**src/rtl/agen_pkg.sv**
```systemverilog
package agen_pkg;
  localparam int unsigned NUM_LVL = 3;
  localparam int unsigned LVL_RUN   = 0;
  localparam int unsigned LVL_ROW   = 1;
  localparam int unsigned LVL_PLANE = 2;

  typedef enum logic {
    ST_IDLE = 1'b0,
    ST_RUN  = 1'b1
  } agen_state_e;
endpackage

```
**src/rtl/agen_desc_reg.sv**
```systemverilog
module agen_desc_reg #(
  parameter int unsigned ADDR_W = 32,
  parameter int unsigned CNT_W  = 16
) (
  input  logic              clk_i,
  input  logic              rst_ni,
  input  logic              cap_i,
  input  logic [ADDR_W-1:0] offset_i,
  input  logic [CNT_W-1:0]  run_len_i,
  input  logic [ADDR_W-1:0] stride_i,
  input  logic [CNT_W-1:0]  run_cnt_i,
  input  logic [ADDR_W-1:0] span_i,
  input  logic [CNT_W-1:0]  plane_cnt_i,
  output logic [ADDR_W-1:0] offset_o,
  output logic [ADDR_W-1:0] stride_o,
  output logic [ADDR_W-1:0] span_o,
  output logic [CNT_W-1:0]  run_len_o,
  output logic [CNT_W-1:0]  run_cnt_o,
  output logic [CNT_W-1:0]  plane_cnt_o,
  output logic              empty_o
);
  always_ff @(posedge clk_i or negedge rst_ni) begin
    if (!rst_ni) begin
      offset_o    <= '0;
      stride_o    <= '0;
      span_o      <= '0;
      run_len_o   <= '0;
      run_cnt_o   <= '0;
      plane_cnt_o <= '0;
    end else if (cap_i) begin
      offset_o    <= offset_i;
      stride_o    <= stride_i;
      span_o      <= span_i;
      run_len_o   <= run_len_i;
      run_cnt_o   <= run_cnt_i;
      plane_cnt_o <= plane_cnt_i;
    end
  end

  assign empty_o = (run_len_o == '0) || (run_cnt_o == '0) || (plane_cnt_o == '0);
endmodule

```
**src/rtl/agen_idx_ctr.sv**
```systemverilog
module agen_idx_ctr #(
  parameter int unsigned CNT_W = 16
) (
  input  logic             clk_i,
  input  logic             rst_ni,
  input  logic             clr_i,
  input  logic             inc_i,
  input  logic [CNT_W-1:0] limit_i,
  output logic [CNT_W-1:0] idx_o,
  output logic             last_o
);
  always_ff @(posedge clk_i or negedge rst_ni) begin
    if (!rst_ni)    idx_o <= '0;
    else if (clr_i) idx_o <= '0;
    else if (inc_i) idx_o <= idx_o + 1'b1;
  end

  assign last_o = (idx_o == limit_i - 1'b1);

  // index never passes its limit while stepping
  assert_idx_bound_R4: assert property (@(posedge clk_i) disable iff (!rst_ni)
    inc_i |-> (idx_o < limit_i));
endmodule

```
**src/rtl/agen_addr_gen.sv**
```systemverilog
module agen_addr_gen #(
  parameter int unsigned ADDR_W = 32
) (
  input  logic              clk_i,
  input  logic              rst_ni,
  input  logic              init_i,
  input  logic              step_i,
  input  logic              run_end_i,
  input  logic              plane_end_i,
  input  logic [ADDR_W-1:0] offset_i,
  input  logic [ADDR_W-1:0] stride_i,
  input  logic [ADDR_W-1:0] span_i,
  output logic [ADDR_W-1:0] addr_o
);
  logic [ADDR_W-1:0] row_base_q, plane_base_q;
  logic [ADDR_W-1:0] next_row, next_plane;

  assign next_row   = row_base_q + stride_i;
  assign next_plane = plane_base_q + span_i;

  always_ff @(posedge clk_i or negedge rst_ni) begin
    if (!rst_ni) begin
      addr_o       <= '0;
      row_base_q   <= '0;
      plane_base_q <= '0;
    end else if (init_i) begin
      addr_o       <= offset_i;
      row_base_q   <= offset_i;
      plane_base_q <= offset_i;
    end else if (step_i) begin
      if (!run_end_i) begin
        addr_o <= addr_o + 1'b1;
      end else if (!plane_end_i) begin
        addr_o     <= next_row;
        row_base_q <= next_row;
      end else begin
        addr_o       <= next_plane;
        row_base_q   <= next_plane;
        plane_base_q <= next_plane;
      end
    end
  end
endmodule

```
**src/rtl/stride3d_agen.sv**
```systemverilog
module stride3d_agen
  import agen_pkg::*;
#(
  parameter int unsigned ADDR_W = 32,
  parameter int unsigned CNT_W  = 16
) (
  input  logic              clk_i,
  input  logic              rst_ni,
  input  logic              load_i,
  input  logic [ADDR_W-1:0] offset_i,
  input  logic [CNT_W-1:0]  run_len_i,
  input  logic [ADDR_W-1:0] stride_i,
  input  logic [CNT_W-1:0]  run_cnt_i,
  input  logic [ADDR_W-1:0] span_i,
  input  logic [CNT_W-1:0]  plane_cnt_i,
  input  logic              start_i,
  input  logic              ready_i,
  output logic              valid_o,
  output logic [ADDR_W-1:0] addr_o,
  output logic              busy_o,
  output logic              done_o
);
  agen_state_e state_q;
  logic [ADDR_W-1:0] d_offset, d_stride, d_span;
  logic [CNT_W-1:0]  d_run_len, d_run_cnt, d_plane_cnt;
  logic              d_empty, idle, go, skip, step, finish;
  logic [CNT_W-1:0]  lim [NUM_LVL];
  logic [CNT_W-1:0]  idx [NUM_LVL];
  logic              last [NUM_LVL];
  logic              wrap [NUM_LVL];

  assign idle = (state_q == ST_IDLE);

  agen_desc_reg #(.ADDR_W(ADDR_W), .CNT_W(CNT_W)) i_desc (
    .clk_i, .rst_ni,
    .cap_i      (load_i && idle),
    .offset_i, .run_len_i, .stride_i, .run_cnt_i, .span_i, .plane_cnt_i,
    .offset_o   (d_offset),
    .stride_o   (d_stride),
    .span_o     (d_span),
    .run_len_o  (d_run_len),
    .run_cnt_o  (d_run_cnt),
    .plane_cnt_o(d_plane_cnt),
    .empty_o    (d_empty)
  );

  assign go     = start_i && idle && !d_empty;
  assign skip   = start_i && idle && d_empty;
  assign step   = valid_o && ready_i;
  assign finish = step && last[LVL_RUN] && last[LVL_ROW] && last[LVL_PLANE];

  assign lim[LVL_RUN]   = d_run_len;
  assign lim[LVL_ROW]   = d_run_cnt;
  assign lim[LVL_PLANE] = d_plane_cnt;

  // wrap[k]: level k and every inner level are at their last index
  assign wrap[0] = last[0];
  for (genvar k = 1; k < NUM_LVL; k++) begin : g_wrap
    assign wrap[k] = wrap[k-1] && last[k];
  end

  for (genvar k = 0; k < NUM_LVL; k++) begin : g_lvl
    logic inc_k;
    if (k == 0) begin : g_inner
      assign inc_k = step;
    end else begin : g_outer
      assign inc_k = step && wrap[k-1];
    end
    agen_idx_ctr #(.CNT_W(CNT_W)) i_ctr (
      .clk_i, .rst_ni,
      .clr_i  (go || (step && wrap[k])),
      .inc_i  (inc_k),
      .limit_i(lim[k]),
      .idx_o  (idx[k]),
      .last_o (last[k])
    );
  end

  agen_addr_gen #(.ADDR_W(ADDR_W)) i_addr (
    .clk_i, .rst_ni,
    .init_i     (go),
    .step_i     (step),
    .run_end_i  (last[LVL_RUN]),
    .plane_end_i(wrap[LVL_ROW]),
    .offset_i   (d_offset),
    .stride_i   (d_stride),
    .span_i     (d_span),
    .addr_o     (addr_o)
  );

  always_ff @(posedge clk_i or negedge rst_ni) begin
    if (!rst_ni) begin
      state_q <= ST_IDLE;
      done_o  <= 1'b0;
    end else begin
      done_o <= skip || finish;
      if (go)          state_q <= ST_RUN;
      else if (finish) state_q <= ST_IDLE;
    end
  end

  assign valid_o = (state_q == ST_RUN);
  assign busy_o  = valid_o;

  assert_stall_hold_R7: assert property (@(posedge clk_i) disable iff (!rst_ni)
    (valid_o && !ready_i) |=> (valid_o && $stable(addr_o)));

  assert_run_step_R4: assert property (@(posedge clk_i) disable iff (!rst_ni)
    (step && !last[LVL_RUN]) |=> (addr_o == $past(addr_o) + 1'b1));

  assert_first_addr_R3: assert property (@(posedge clk_i) disable iff (!rst_ni)
    $rose(valid_o) |-> (addr_o == d_offset));

  assert_done_pulse_R9: assert property (@(posedge clk_i) disable iff (!rst_ni)
    done_o |-> (!valid_o ##1 !done_o));

  assert_start_busy_R11: assert property (@(posedge clk_i) disable iff (!rst_ni)
    (valid_o && start_i && !finish) |=> valid_o);
endmodule

```
**config.mk**
```make
export PLATFORM = sky130hd
export DESIGN_NAME = stride3d_agen
export DESIGN_NICKNAME = d
export VERILOG_FILES = /design/src/rtl/agen_pkg.sv /design/src/rtl/agen_desc_reg.sv /design/src/rtl/agen_idx_ctr.sv /design/src/rtl/agen_addr_gen.sv /design/src/rtl/stride3d_agen.sv
export SDC_FILE = /design/constraint.sdc
export NUM_CORES = 1
export LEC_CHECK = 0
export ABC_AREA = 1
export BUFFER_PORTS_ARGS = -buffer_cell sky130_fd_sc_hd__buf_2
export CELL_PAD_IN_SITES_DETAIL_PLACEMENT = 1
export CELL_PAD_IN_SITES_GLOBAL_PLACEMENT = 1
export CORE_MARGIN = 1
export CORE_UTILIZATION = 40
export DETAILED_ROUTE_END_ITERATION = 7
export PLACE_DENSITY_LB_ADDON = 0.08
export SYNTH_ARGS = -nofsm -noshare
export SYNTH_HDL_FRONTEND = slang
export SYNTH_SLANG_ARGS = --single-unit
```
**constraint.sdc**
```tcl
create_clock -name clk_i -period 2.3 [get_ports clk_i]
set_input_delay 0.46 -clock clk_i [delete_from_list [all_inputs] [get_ports clk_i]]
set_output_delay 0.46 -clock clk_i [all_outputs]
set_load 0.02 [all_outputs]
```
Word level (Yosys, flattened, before mapping)
Index checks and enable logic that the tools add are counted. W data, S select, Z words.

Register bits after elaboration: 290. Output and inout port bits: 35. Word-level logic and storage cells: 77.

Bitwise logic cells: 1. Equality and inequality tests: 3. Multiplexer cells: 19. $add $sub $neg: 9. Reductions and logical operators: 31.

Operators by type and width (number): $mux W32 (11); $mux W16 (6); $add A32 B32 Y32 (2); $add A16 B1 Y16 const B (3); $eq A16 B16 Y1 (3); $logic_not A16 Y1 (3); $sub A16 B1 Y16 const B (3); $add A32 B1 Y32 const B (1); $reduce_bool A2 Y1 (7); $logic_and A1 B1 Y1 (12); $logic_or A1 B1 Y1 (6); $reduce_and A3 Y1 (1); $mux W1 (2); $reduce_and A2 Y1 (1); $logic_not A1 Y1 (1); $not A1 Y1 (1).

Longest topological paths before layout
Gate-level depths: netlist of run 1.

Depth after elaboration: 7. Mapped depth: 20. Gate-level depth less buffers: 20.

Hierarchy
A second synthesis of run 1 with hierarchy kept.

Cell total of the unflattened synthesis: 2866. Area total of the unflattened synthesis: 20373.3 µm².

By module, submodules not included: agen_addr_gen (seq. area each 2402.3 µm², cells an instance 1675, area each 9974.6 µm², times used 1); agen_desc_reg (seq. area each 3603.5 µm², cells an instance 353, area each 5604.1 µm², times used 1); agen_idx_ctr (seq. area each 400.4 µm², cells an instance 271, area each 1545.2 µm², times used 3); stride3d_agen (seq. area each 50.0 µm², cells an instance 25, area each 158.9 µm², times used 1).

Least setup slack after synthesis of run 1
Ideal clock, no wire load.

Path kind: reg2reg. From: register i_desc.run_len_o[0]. To: register i_addr.row_base_q[0]. Required time: 2.187 ns. Arrival: 2.203 ns. Cell stages (with the launch flop): 18. Path buffers: 1. Setup slack: -0.015 ns. Cell sequence: dfrtp_1 inv_1 ha_1 or2_2 nand3_1 a21oi_1 nand3_1 nor2_1 nand2_1 nor2_1 nand2_2 nor2_4 inv_2 nand2_2 buf_4 or2_1 nand2_1 inv_1.

Longest elaborated chain between the ends: 7. Elaborated cells on any way between the ends: 15. Those cells by class: add/sub (1); eq/ne (1); mux (4); reduce/logical (9).

Ends and longest elaborated chain: from (decl) (line agen_desc_reg.sv:17) `output logic [CNT_W-1:0] run_len_o,`; from (signal assigned) (line agen_desc_reg.sv:34) `run_len_o <= run_len_i;`; $sub A16 B1 Y16 or $logic_not A16 Y1 (tied branches) (line agen_idx_ctr.sv:18, agen_desc_reg.sv:40); $eq A16 B16 Y1 or $logic_or A1 B1 Y1 (tied branches) (line agen_idx_ctr.sv:18, agen_desc_reg.sv:40); $logic_and A1 B1 Y1 or $logic_or A1 B1 Y1 (tied branches) (line stride3d_agen.sv:59, agen_desc_reg.sv:40); $mux W32 or $logic_not A1 Y1 (tied branches) (line agen_addr_gen.sv:33, stride3d_agen.sv:47); $mux W32 or $logic_and A1 B1 Y1 (tied branches) (line agen_addr_gen.sv:31, stride3d_agen.sv:47); $mux W32 or $reduce_bool A2 Y1 (tied branches); $mux W32 or $reduce_and A2 Y1 (tied branches); to (signal assigned) (line agen_addr_gen.sv:28) `row_base_q <= offset_i;`; to (signal assigned) (line agen_addr_gen.sv:35) `row_base_q <= next_row;`; to (signal assigned) (line agen_addr_gen.sv:38) `row_base_q <= next_plane;`; to (decl) (line agen_addr_gen.sv:15) `logic [ADDR_W-1:0] row_base_q, plane_base_q;`.

Parallel ways exist; a longest one is shown, timed or not. The select of a mux whose other input is x is not followed. A chain may end at the register's enable or synchronous reset.

Final worst setup path of run 1
From: register i_desc.run_cnt_o[7]. To: register i_addr.plane_base_q[27].

Longest elaborated chain between the ends: 7. Elaborated cells on any way between the ends: 13. Those cells by class: add/sub (1); eq/ne (1); mux (1); reduce/logical (10).

Ends and longest elaborated chain: from (decl) (line agen_desc_reg.sv:18) `output logic [CNT_W-1:0] run_cnt_o,`; from (signal assigned) (line agen_desc_reg.sv:35) `run_cnt_o <= run_cnt_i;`; parallel branches: the longest is 7 deep, another holds $sub A16 B1 Y16; to (signal assigned) (line agen_addr_gen.sv:29) `plane_base_q <= offset_i;`; to (signal assigned) (line agen_addr_gen.sv:39) `plane_base_q <= next_plane;`; to (decl) (line agen_addr_gen.sv:15).

Several ways; the timed one is not identified.

==> results of run 1 <==
==> layout by cell type, fill, tap and decap left out, types with 27 or more instances in the layout <==
cell / netlist / final
nand3_2: 1 / 48
dfrtp_1: 290 / 272
mux2_2: 114 / 114
inv_1: 262 / 249
a31oi_1: 34 / 32
nor2_2: 8 / 34
ha_1: 72 / 54
clkbuf_16: 0 / 44
nand3_1: 204 / 148
nor2_1: 345 / 293
nand4_1: 29 / 29
nand2_2: 6 / 94
buf_4: 15 / 383
nor2_4: 5 / 31
a21oi_1: 160 / 128
nand2_1: 704 / 590
buf_6: 2 / 33
a21oi_2: 0 / 32
buf_2: 11 / 182
buf_12: 0 / 32
o21ai_0: 87 / 40
xor2_1: 84 / 72
xnor2_1: 73 / 69
nor3_1: 33 / 27
==> Yosys cell counts (3+ instances only) <==
cell type    n  share of area
and2_1       7         0.0022
inv_2        6         0.0011
nor2_1     345          0.065
a21oi_1    160          0.040
xor2_1      84          0.037
nand2_1    704           0.13
buf_2       11         0.0027
nand3b_1    18         0.0067
nor2_4       5         0.0028
nor4_1      11         0.0034
clkbuf_1    44         0.0082
mux2_2     114          0.064
o22ai_1      4         0.0012
nor3b_1      5         0.0019
buf_4       15         0.0056
o21ai_0     87          0.022
inv_1      262          0.049
o211ai_1     8         0.0030
o21bai_1    22         0.0082
nor3_1      33         0.0082
o21ai_1      7         0.0017
a31oi_1     34          0.011
o31ai_1      6         0.0022
a21o_1       3         0.0011
xnor2_1     73          0.032
o211ai_2     4         0.0025
buf_1        3        0.00056
nor2_2       8         0.0025
nand2_4      3         0.0017
ha_1        72          0.045
nand2_2      6         0.0019
dfrtp_1    290           0.36
nand4_1     29         0.0090
o21a_1       4         0.0015
nand3_1    204          0.051
or2_2        7         0.0022
==> worst paths after layout <==
check	end	slack, ps	cells past startpoint
worst min register to register	i_desc.offset_o[7]	500	1
worst max-delay path	i_addr.plane_base_q[27]	-350	15
min in group asynchronous	i_desc.plane_cnt_o[6]	430	2
worst min-delay path	i_desc.span_o[16]	120	2
max in group asynchronous	i_addr.plane_base_q[8]	1100	3
worst max register to register	i_addr.plane_base_q[27]	-350	15
==> what timing repair did <==
item / in CTS / in global routing
hold buffers: 1 / 0
buffers inserted: 36 / 28
gates cloned: 14 / 6
hold endpoints to repair: 35 / 0
setup endpoints to repair: 146 / 146
pin swaps: 57 / 57
resized for setup: 386 / 225
==> per-stage QoR <==
| stage | TNS, ps | hold slack [ps] | utilization | total power, uW | std cells |
|---|---|---|---|---|---|
| floorplan | 0 | 164 | - | 6960 | 2717 |
| global placement | -35110 | 404 | 0.504 | 8140 | 3886 |
| detailed placement | -44300 | 406 | 0.504 | 8240 | 3886 |
| CTS | -21140 | 94.9 | 0.575 | 15000 | 4003 |
| global route | -52630 | 118 | 0.596 | 15600 | 4025 |
| finish | -36370 | 116 | 0.596 | 15100 | 4025 |
==> critical path: cells and delay by family (launching register included) <==
kind	cells	cell delay (ps)
simple gates	9	1130
compound gates	1	180
xor+xnor	1	250
buf+inv	4	530
flops	1	460
==> cell type report <==
type	count	area share
clock inverter	14	0.00872
inverter	268	0.0348
sequential	290	0.249
timing repair buffer	653	0.182
multi-input combinational	2083	0.459
tap	664	0.0284
clock buffer	53	0.0379
==> registers in the layout, summed over array words and instances, names as in the netlist <==
name                 count
busy_o                   1
done_o                   1
g_lvl.i_ctr.idx_o       48
i_addr.addr_o           32
i_addr.plane_base_q     32
i_addr.row_base_q       32
i_desc.offset_o         32
i_desc.plane_cnt_o      16
i_desc.run_cnt_o        16
i_desc.run_len_o        16
i_desc.span_o           32
i_desc.stride_o         32
==> power by group through the flow <==
stage / registers [uW] / clock network (uW) / logic (uW)
after floorplan: 5860 / 0 / 1100
after global placement: 5680 / 0 / 2460
after detailed placement: 5690 / 0 / 2550
after CTS: 5600 / 6730 / 2680
after global routing: 5640 / 6910 / 3070
final: 5630 / 6640 / 2830
==> logic make-up (layout without fill, tap and decap cells) <==
kind of cell,after synthesis,in the layout,share of synthesized area
xor gates and xnor gates,158,158,0.0694
AOI/OAI and AO/OA,343,343,0.0956
buffers and inverters,344,988,0.0687
muxes,114,114,0.0640
adders and majority gates,74,74,0.0469
DFF,290,290,0.362
and+or+nand+nor,1394,1394,0.294
==> metal layers <==
metal  GRT usage  part of all wire
met1       0.403              0.40
met2       0.592              0.49
met3      0.0425             0.046
met4       0.185             0.060
met5           0                 0
==> results.sh, run 1 <==
export IMPL_p_leak_uw=0.0148
export IMPL_pwr_share_seq=0.373
export IMPL_min_period_ps=2650
export IMPL_synthArstFlopShare=1.00
export IMPL_avgSynthCellArea_um2=7.38
export IMPL_routed_wl_mm=88.7
export IMPL_hpwl_mm=62.0
export IMPL_worst_hold_startpoint="span_i[16]"
export IMPL_wire_per_inst_um=22.0
export IMPL_crit_chain="buf_4 -> xor2_1 -> nand2_1 -> nand2_1 -> nand2_2 -> nor3_4 -> nand3_4 -> nor2_4 -> buf_6 -> nand2_8 -> nand2_8 -> buf_6 -> buf_12 -> nor2_1 -> a31oi_1"
export IMPL_grt_use_total=0.339
export IMPL_multi_input_area_mm2=0.0135
export IMPL_finalInstanceArea_mm2=0.0293
export IMPL_diodes=0
export IMPL_crit_arrival_ps=3120
export IMPL_setup_viol=146
export IMPL_cts_tree="done"
export IMPL_grt_pass1_vias=23688
export IMPL_ys_warn_count=0
export IMPL_hold_path_class="primary input to flop"
export IMPL_clkLatencyLatePin_ps=570
export IMPL_powerDensity_mw_per_mm2=516
export IMPL_die_y_um=226
export IMPL_placed_area_mm2=0.0248
export IMPL_core_mm2=0.0492
export IMPL_synth_seq_cells=290
export IMPL_synth_seq_area_share=0.362
export IMPL_worst_pin_slew_ps=648
export IMPL_syn_nets=2940
export IMPL_rows=81
export IMPL_finalCritPeriodShare=1.15
export IMPL_overflow=0
export IMPL_avgViaCountPerCell=5.43
export IMPL_power_frac_comb=0.188
export IMPL_crit_path_max_incr_delay_ps=460
export IMPL_final_nets=3557
export IMPL_portBuffers=183
export IMPL_drv_slew=0
export IMPL_place_worst_setup_slack_ps=-525
export IMPL_ant_nets=0
export IMPL_required_ps=2770
export IMPL_area_delta_synth_final_pct=46.0
export IMPL_drt_iter0_markers=1285
export IMPL_rsz0062_at_grt="true"
export IMPL_fmax_mhz=377
export IMPL_antenna_found_initial=0
export IMPL_clk_path_buf_depth=3
export IMPL_swShare=0.300
export IMPL_firstDrtPassIters=5
export IMPL_num_vias=21875
export IMPL_violations="setup timing"
export IMPL_grt_pass1_wl_mm=132
export IMPL_drc=0
export IMPL_vdd_drop_max_v=0.000880
export IMPL_pwr_share_clk=0.440
export IMPL_cts_root_buffer="clkbuf_16"
export IMPL_crit_slowest_cell="dfrtp_2"
export IMPL_cp_start_kind="flop"
export IMPL_gp_congestion=0.978
export IMPL_nFillCells=5896
export IMPL_numCtsBuffers=38
export IMPL_p_int_uw=10600
export IMPL_syn_inst=2717
export IMPL_hold_violations=0
export IMPL_skew_ps=27.3
export IMPL_status="finished, violations left"
export IMPL_htree_levels=2
export IMPL_clk_pin_slew_ps=60
export IMPL_yosys_cell_types_count=51
export IMPL_die_w_um=226
export IMPL_p_sw_uw=4530
export IMPL_clock_sinks=290
export IMPL_syn_area_mm2=0.0201
export IMPL_maxCapViolations=0
export IMPL_slew_limit_headroom=0.564
export IMPL_synth_edf_count=0
export IMPL_seq_area_mm2=0.00728
export IMPL_dieArea_mm2=0.0510
export IMPL_grt_max_degree=70
export IMPL_drive_gt1_frac=0.375
export IMPL_layout_setup_ws_ps=-352
export IMPL_io_pins=184
export IMPL_path_class="flop to flop"
export IMPL_crit_fanout=8
export IMPL_crit_path_start="i_desc.run_cnt_o[7]"
export IMPL_synth_main_ff_cell="dfrtp_1"
export IMPL_start_util=0.408
export IMPL_rr_startpoint="i_desc.run_cnt_o[7]"
export IMPL_crit_path_end_kind="flop"
(Power assumes the default switching activity.)
==> inputs of run 2 (changes only) <==
--- a/config.mk
+++ b/config.mk
@@ -9,8 +9,9 @@
 export BUFFER_PORTS_ARGS = -buffer_cell sky130_fd_sc_hd__buf_2
 export CELL_PAD_IN_SITES_DETAIL_PLACEMENT = 1
 export CELL_PAD_IN_SITES_GLOBAL_PLACEMENT = 1
+export CORE_ASPECT_RATIO = 2
 export CORE_MARGIN = 1
-export CORE_UTILIZATION = 40
+export CORE_UTILIZATION = 35
 export DETAILED_ROUTE_END_ITERATION = 7
 export PLACE_DENSITY_LB_ADDON = 0.08
 export SYNTH_ARGS = -nofsm -noshare
==> run 2 against run 1 <==
  * The run still ends with setup timing left
  * Critical path depth rose by 3
  * Die area is 14% higher
  * Maximum frequency is 6.6% lower
  * Global-route usage shrank 1.7 points
  * Sequential share of layout area decreased by 1.7 points
  * Setup slack worse by 190 ps
  * Wire length increased by 18%
  * Power is 0.96% lower
  * Flip-flop and latch count unchanged
  * Register-to-register slack got worse by 190 ps
  * Critical path type unchanged
==> results.sh, run 2 (synthesis gave the netlist of run 1 again) <==
export IMPL_crit_path_end_kind="flop"
export IMPL_ant_nets=0
export IMPL_slew_limit_headroom=0.514
export IMPL_p_leak_uw=0.0160
export IMPL_required_ps=2760
export IMPL_maxCapViolations=0
export IMPL_path_class="flop to flop"
export IMPL_clk_path_buf_depth=3
export IMPL_vdd_drop_max_v=0.000612
export IMPL_regMostFlops="g_lvl.i_ctr.idx_o"
export IMPL_numCtsBuffers=34
export IMPL_hold_violations=0
export IMPL_path_buf_inv=6
export IMPL_cp_start_kind="flop"
export IMPL_wire_per_inst_um=24.4
export IMPL_hpwl_mm=74.5
export IMPL_powerDensity_mw_per_mm2=476
export IMPL_io_pins=184
export IMPL_drive_gt1_frac=0.426
export IMPL_hold_path_class="primary input to flop"
export IMPL_crit_slowest_cell="dfrtp_2"
export IMPL_crit_fanout=7
export IMPL_grt_pass1_vias=24799
export IMPL_clock_sinks=290
export IMPL_crit_arrival_ps=3300
export IMPL_die_y_um=341
export IMPL_avgViaCountPerCell=5.36
export IMPL_overflow=0
export IMPL_layout_setup_ws_ps=-538
export IMPL_rows=123
export IMPL_setup_viol=146
export IMPL_portBuffers=183
export IMPL_clkLatencyLatePin_ps=580
export IMPL_antenna_found_initial=3
export IMPL_grt_pass1_wl_mm=140
export IMPL_status="finished, violations left"
export IMPL_drv_slew=0
export IMPL_crit_top_cell="nand2_1"
export IMPL_min_period_ps=2840
export IMPL_start_util=0.355
export IMPL_routed_wl_mm=105
export IMPL_hold_end="i_desc.span_o[7]"
export IMPL_rrSetupSlack_ps=-540
export IMPL_power_uw=15000
export IMPL_skew_ps=23.2
export IMPL_most_common_layout_cells="563 x nand2_1, 514 x buf_4, 276 x dfrtp_1, 265 x nor2_1, 248 x inv_1"
export IMPL_worst_pin_slew_ps=726
export IMPL_area_delta_synth_final_pct=56.8
export IMPL_grt_use_total=0.322
export IMPL_tns_ps=-53790
export IMPL_final_common_cell="nand2_1"
export IMPL_nFillCells=6827
export IMPL_rsz0062_at_grt="true"
export IMPL_num_vias=22933
export IMPL_htree_levels=2
export IMPL_drt_iter0_markers=955
export IMPL_dieArea_mm2=0.0583
export IMPL_crit_chain="buf_4 -> inv_4 -> nand2_1 -> nand2_2 -> xor2_2 -> nand2_1 -> inv_1 -> nand2_1 -> nor2_1 -> nand3_2 -> buf_12 -> nor2_4 -> buf_6 -> nand2_8 -> nand2_8 -> buf_6 -> nor2_4 -> a31oi_1"
export IMPL_critical_path_top_delay_family="simple AND/OR/NAND/NOR gates"
export IMPL_timing_rr_end="i_addr.plane_base_q[17]"
export IMPL_die_w_um=171
export IMPL_clk_pin_slew_ps=60
export IMPL_hold_path_depth=2
export IMPL_firstDrtPassIters=5
export IMPL_final_nets=3727
export IMPL_violations="setup timing"
export IMPL_crit_path_max_incr_delay_ps=450
export IMPL_fmax_mhz=352
export IMPL_cts_root_buffer="clkbuf_16"
export IMPL_worst_hold_startpoint="span_i[7]"
export IMPL_cts_tree="done"
export IMPL_largest_reg_flops=48
export IMPL_grt_max_degree=65
export IMPL_gp_congestion=0.973
export IMPL_rr_startpoint="i_desc.run_len_o[4]"
export IMPL_drc=0
export IMPL_core_mm2=0.0565
export IMPL_finalCritPeriodShare=1.23
export IMPL_reg2reg_depth=18
## run 2: power by group
group | internal, uW | leakage, uW | switching, uW
registers | 5320 | 0.00369 | 375
clock network | 3450 | 0.000562 | 2480
logic | 1340 | 0.0118 | 2000
total | 10100 | 0.0160 | 4850
## run 2: layer usage
layer  share of wire  track usage  vias up  routed length [um]
li1                -            -    10443                   -
met1            0.31        0.285    11268               32000
met2            0.53        0.621      747               55400
met3           0.049       0.0369      471                5120
met4            0.11        0.286        4               11900
met5         0.00027            0        -                  28
## run 2: what timing repair did
| action | 4_1_cts | 5_1_grt |
|---|---|---|
| hold buffers | 1 | 0 |
| cloned | 6 | 21 |
| pin swaps | 42 | 133 |
| buffers inserted | 35 | 45 |
| endpoints found under the setup margin | 146 | 146 |
| hold endpoints to repair | 25 | 0 |
| resized for setup | 276 | 505 |
## run 2: worst register-to-register path, stage by stage (launching register included)
cell and delay, ps:
dfrtp_2 450, buf_4 170, inv_4 60, nand2_1 70, nand2_2 120, xor2_2 210
nand2_1 110, inv_1 70, nand2_1 60, nor2_1 130, nand3_2 110, buf_12 170
nor2_4 190, buf_6 150, nand2_8 80, nand2_8 170, buf_6 170, nor2_4 40
a31oi_1 230
## run 2: how the worst max path moves through the flow
stage	start	to	slack, ps	cells past startpoint
floorplan	i_desc.run_len_o[0]	i_addr.row_base_q[0]	30	17
global placement	i_desc.run_len_o[1]	busy_o	-810	18
detailed placement	i_desc.run_len_o[1]	busy_o	-820	18
CTS	i_desc.run_cnt_o[3]	i_addr.addr_o[7]	-340	15
global route	i_desc.run_len_o[7]	i_addr.plane_base_q[17]	-670	17
finish	i_desc.run_len_o[4]	i_addr.plane_base_q[17]	-540	18
## run 2: final cells by class
cell class	instances	area [um2]	share of cell area
antenna	2	5.00	0.000159
clock buffer	48	985	0.0313
clock inverter	11	174	0.00553
inverter	268	1030	0.0327
multi-input combinational	2085	14100	0.448
sequential	290	7270	0.231
tap	750	938	0.0298
timing repair buffer	825	6960	0.221
## run 2: through the flow
step / hold WS [ps] / cell area [um2] / cells / utilization / worst slack, ps
global placement: 352 / 26000 / 4117 / 0.461 / -811
floorplan: 164 / 20100 / 2717 / - / 34.8
finish: 111 / 31400 / 4279 / 0.557 / -538
detailed placement: 356 / 26000 / 4117 / 0.461 / -824
global route: 105 / 31400 / 4277 / 0.557 / -670
CTS: 112 / 28600 / 4217 / 0.506 / -341
==> inputs of run 3 (changes only) <==
--- a/config.mk
+++ b/config.mk
@@ -11,7 +11,7 @@
 export CELL_PAD_IN_SITES_GLOBAL_PLACEMENT = 1
 export CORE_ASPECT_RATIO = 2
 export CORE_MARGIN = 1
-export CORE_UTILIZATION = 35
+export CORE_UTILIZATION = 34
 export DETAILED_ROUTE_END_ITERATION = 7
 export PLACE_DENSITY_LB_ADDON = 0.08
 export SYNTH_ARGS = -nofsm -noshare
==> run 3 against run 2 <==
  * Largest power group unchanged
  * Combinational power rose by 9.0%
  * Highest routed layer is now met4
  * Global-route usage rose by 0.79 points
  * Flip-flop and latch count did not move
  * Wire length fell by 1.8%
  * Clock skew rose by 5.8 ps
  * Worst hold slack got worse by 10 ps
  * Utilization fell by 1.3 points
  * Power rose by 3.0%
  * Cell area rose by 0.66%
  * The run still ends with setup timing left
==> results.sh, run 3 (synthesis gave the netlist of run 1 again) <==
export IMPL_status="finished, violations left"
export IMPL_violations="setup timing"
export IMPL_crit_fanout=5
export IMPL_placed_area_mm2=0.0262
export IMPL_grt_pass1_wl_mm=148
export IMPL_die_w_um=174
export IMPL_finalCritPeriodShare=1.18
export IMPL_met1_length_mm=32.5
export IMPL_clock_sinks=290
export IMPL_cts_tree="done"
export IMPL_fmax_mhz=370
export IMPL_rows=125
export IMPL_rr_startpoint="i_desc.run_len_o[1]"
export IMPL_setup_viol=146
export IMPL_crit_arrival_ps=3220
export IMPL_antenna_found_initial=1
export IMPL_worst_hold_startpoint="plane_cnt_i[9]"
export IMPL_met2_length_mm=56.1
export IMPL_hold_end="i_desc.plane_cnt_o[9]"
export IMPL_crit_path_max_incr_delay_ps=420
export IMPL_rrSetupSlack_ps=-400
export IMPL_path_buf_inv=6
export IMPL_crit_path_end_kind="flop"
export IMPL_layout_setup_ws_ps=-404
export IMPL_ant_nets=0
export IMPL_vdd_drop_max_v=0.000528
export IMPL_cts_root_buffer="clkbuf_16"
export IMPL_clk_pin_slew_ps=70
export IMPL_maxUsedRoutingLayer="met4"
export IMPL_numCtsBuffers=35
export IMPL_powerDensity_mw_per_mm2=487
export IMPL_finalInstanceArea_mm2=0.0316
export IMPL_clkLatencyLatePin_ps=590
export IMPL_dieArea_mm2=0.0600
export IMPL_dr_wl_met3_mm=3.41
export IMPL_grt_use_total=0.330
export IMPL_whs_ps=101
export IMPL_hpwl_mm=78.2
export IMPL_critical_path_top_delay_family="simple AND/OR/NAND/NOR gates"
export IMPL_hold_violations=0
export IMPL_multi_input_area_mm2=0.0141
export IMPL_htree_levels=2
export IMPL_hold_path_class="primary input to flop"
export IMPL_routed_wl_mm=103
export IMPL_portBuffers=183
export IMPL_largest_reg_flops=48
export IMPL_overflow=0
export IMPL_nFillCells=7025
export IMPL_drive_gt1_frac=0.436
export IMPL_skew_ps=29.0
export IMPL_min_period_ps=2700
export IMPL_p_leak_uw=0.0160
export IMPL_rsz0062_at_grt="true"
export IMPL_reg2reg_depth=20
export IMPL_die_y_um=345
export IMPL_hold_path_depth=2
export IMPL_tns_ps=-44180
export IMPL_seq_area_mm2=0.00728
export IMPL_most_common_layout_cells="589 x nand2_1, 568 x buf_4, 271 x dfrtp_1, 267 x nor2_1, 249 x inv_1"
export IMPL_crit_top_cell="nand2_1"
export IMPL_drt_iter0_markers=905
export IMPL_crit_slowest_cell="dfrtp_1"
export IMPL_wire_per_inst_um=23.7
export IMPL_start_util=0.345
export IMPL_crit_chain="inv_2 -> ha_4 -> nand2_8 -> nor2_8 -> xor2_4 -> buf_6 -> nand2_2 -> nor2_1 -> nand2_1 -> nor2_2 -> nand2_4 -> inv_4 -> buf_12 -> buf_4 -> nand2_4 -> nand2_1 -> nand2_1 -> nand2_1 -> nand3_1 -> inv_1"
export IMPL_cp_depth=20
export IMPL_worst_pin_slew_ps=667
export IMPL_grt_max_degree=66
export IMPL_io_pins=184
export IMPL_slew_limit_headroom=0.552
export IMPL_cp_start_kind="flop"
export IMPL_grt_pass1_vias=24766
export IMPL_area_delta_synth_final_pct=57.8
export IMPL_num_vias=22439
export IMPL_timing_rr_end="i_addr.row_base_q[19]"
export IMPL_drv_slew=0
export IMPL_gp_congestion=0.972
export IMPL_final_common_cell="nand2_1"
export IMPL_clk_path_buf_depth=3
export IMPL_final_nets=3760
export IMPL_firstDrtPassIters=5
export IMPL_required_ps=2810
export IMPL_regMostFlops="g_lvl.i_ctr.idx_o"
export IMPL_drc=0
export IMPL_path_class="flop to flop"
export IMPL_core_mm2=0.0582
export IMPL_final_util=0.544
export IMPL_avgViaCountPerCell=5.19
export IMPL_maxCapViolations=0
## run 3: cell types whose count changed in the layout (fill, tap and decap cells not counted), sizes merged
cell	before	now
diode	2	1
inv	269	267
clkinvlp	2	3
clkinv	4	7
buf	809	843
bufbuf	0	1
clkbuf	63	60
## run 3: what timing repair did
| action | 4_1_cts | 5_1_grt |
|---|---|---|
| setup buffers | 43 | 44 |
| setup endpoints to repair | 146 | 146 |
| pin swaps | 67 | 107 |
| gates resized for setup | 393 | 359 |
| hold endpoints to repair | 34 | 0 |
| gates cloned | 13 | 14 |
| hold buffers | 1 | 0 |
## run 3: metal layers
layer  vias to the layer above  track usage
li1                      10503            -
met1                     10970        0.294
met2                       604        0.653
met3                       362       0.0359
met4                         0        0.265
met5                         -            0
## run 3: how the worst max path moves through the flow
| stage | startpoint | slack (ps) | to |
|---|---|---|---|
| 3_3_place_gp | i_desc.run_cnt_o[0] | -790 | busy_o |
| 3_5_place_dp | i_desc.run_cnt_o[0] | -900 | busy_o |
| 2_1_floorplan | i_desc.run_len_o[0] | 30 | i_addr.row_base_q[0] |
| 4_1_cts | i_desc.run_cnt_o[3] | -330 | g_lvl[2].i_ctr.idx_o[0] |
| 5_1_grt | i_desc.run_len_o[1] | -580 | i_addr.row_base_q[19] |
| 6_report | i_desc.run_len_o[1] | -400 | i_addr.row_base_q[19] |
## run 3: report_power, final
part | total, uW | switching [uW] | internal [uW]
clock network | 6070 | 2500 | 3570
registers | 5710 | 388 | 5320
logic | 3630 | 2130 | 1500
total | 15400 | 5020 | 10400
## run 3: metrics by stage
step,setup slack (ps),instances,total power [uW]
after detailed placement,-897,4164,9040
after global placement,-793,4164,8990
after CTS,-335,4277,15300
after global routing,-579,4323,15900
after floorplan,34.8,2717,6960
final,-404,4324,15400
## run 3: cell type report
| class | instances | area share |
|---|---|---|
| multi-input combinational | 2085 | 0.446 |
| sequential | 290 | 0.230 |
| timing repair buffer | 857 | 0.224 |
| clock buffer | 48 | 0.0325 |
| inverter | 268 | 0.0325 |
| tap | 762 | 0.0301 |
| clock inverter | 13 | 0.00538 |
| antenna | 1 | 0.0000791 |
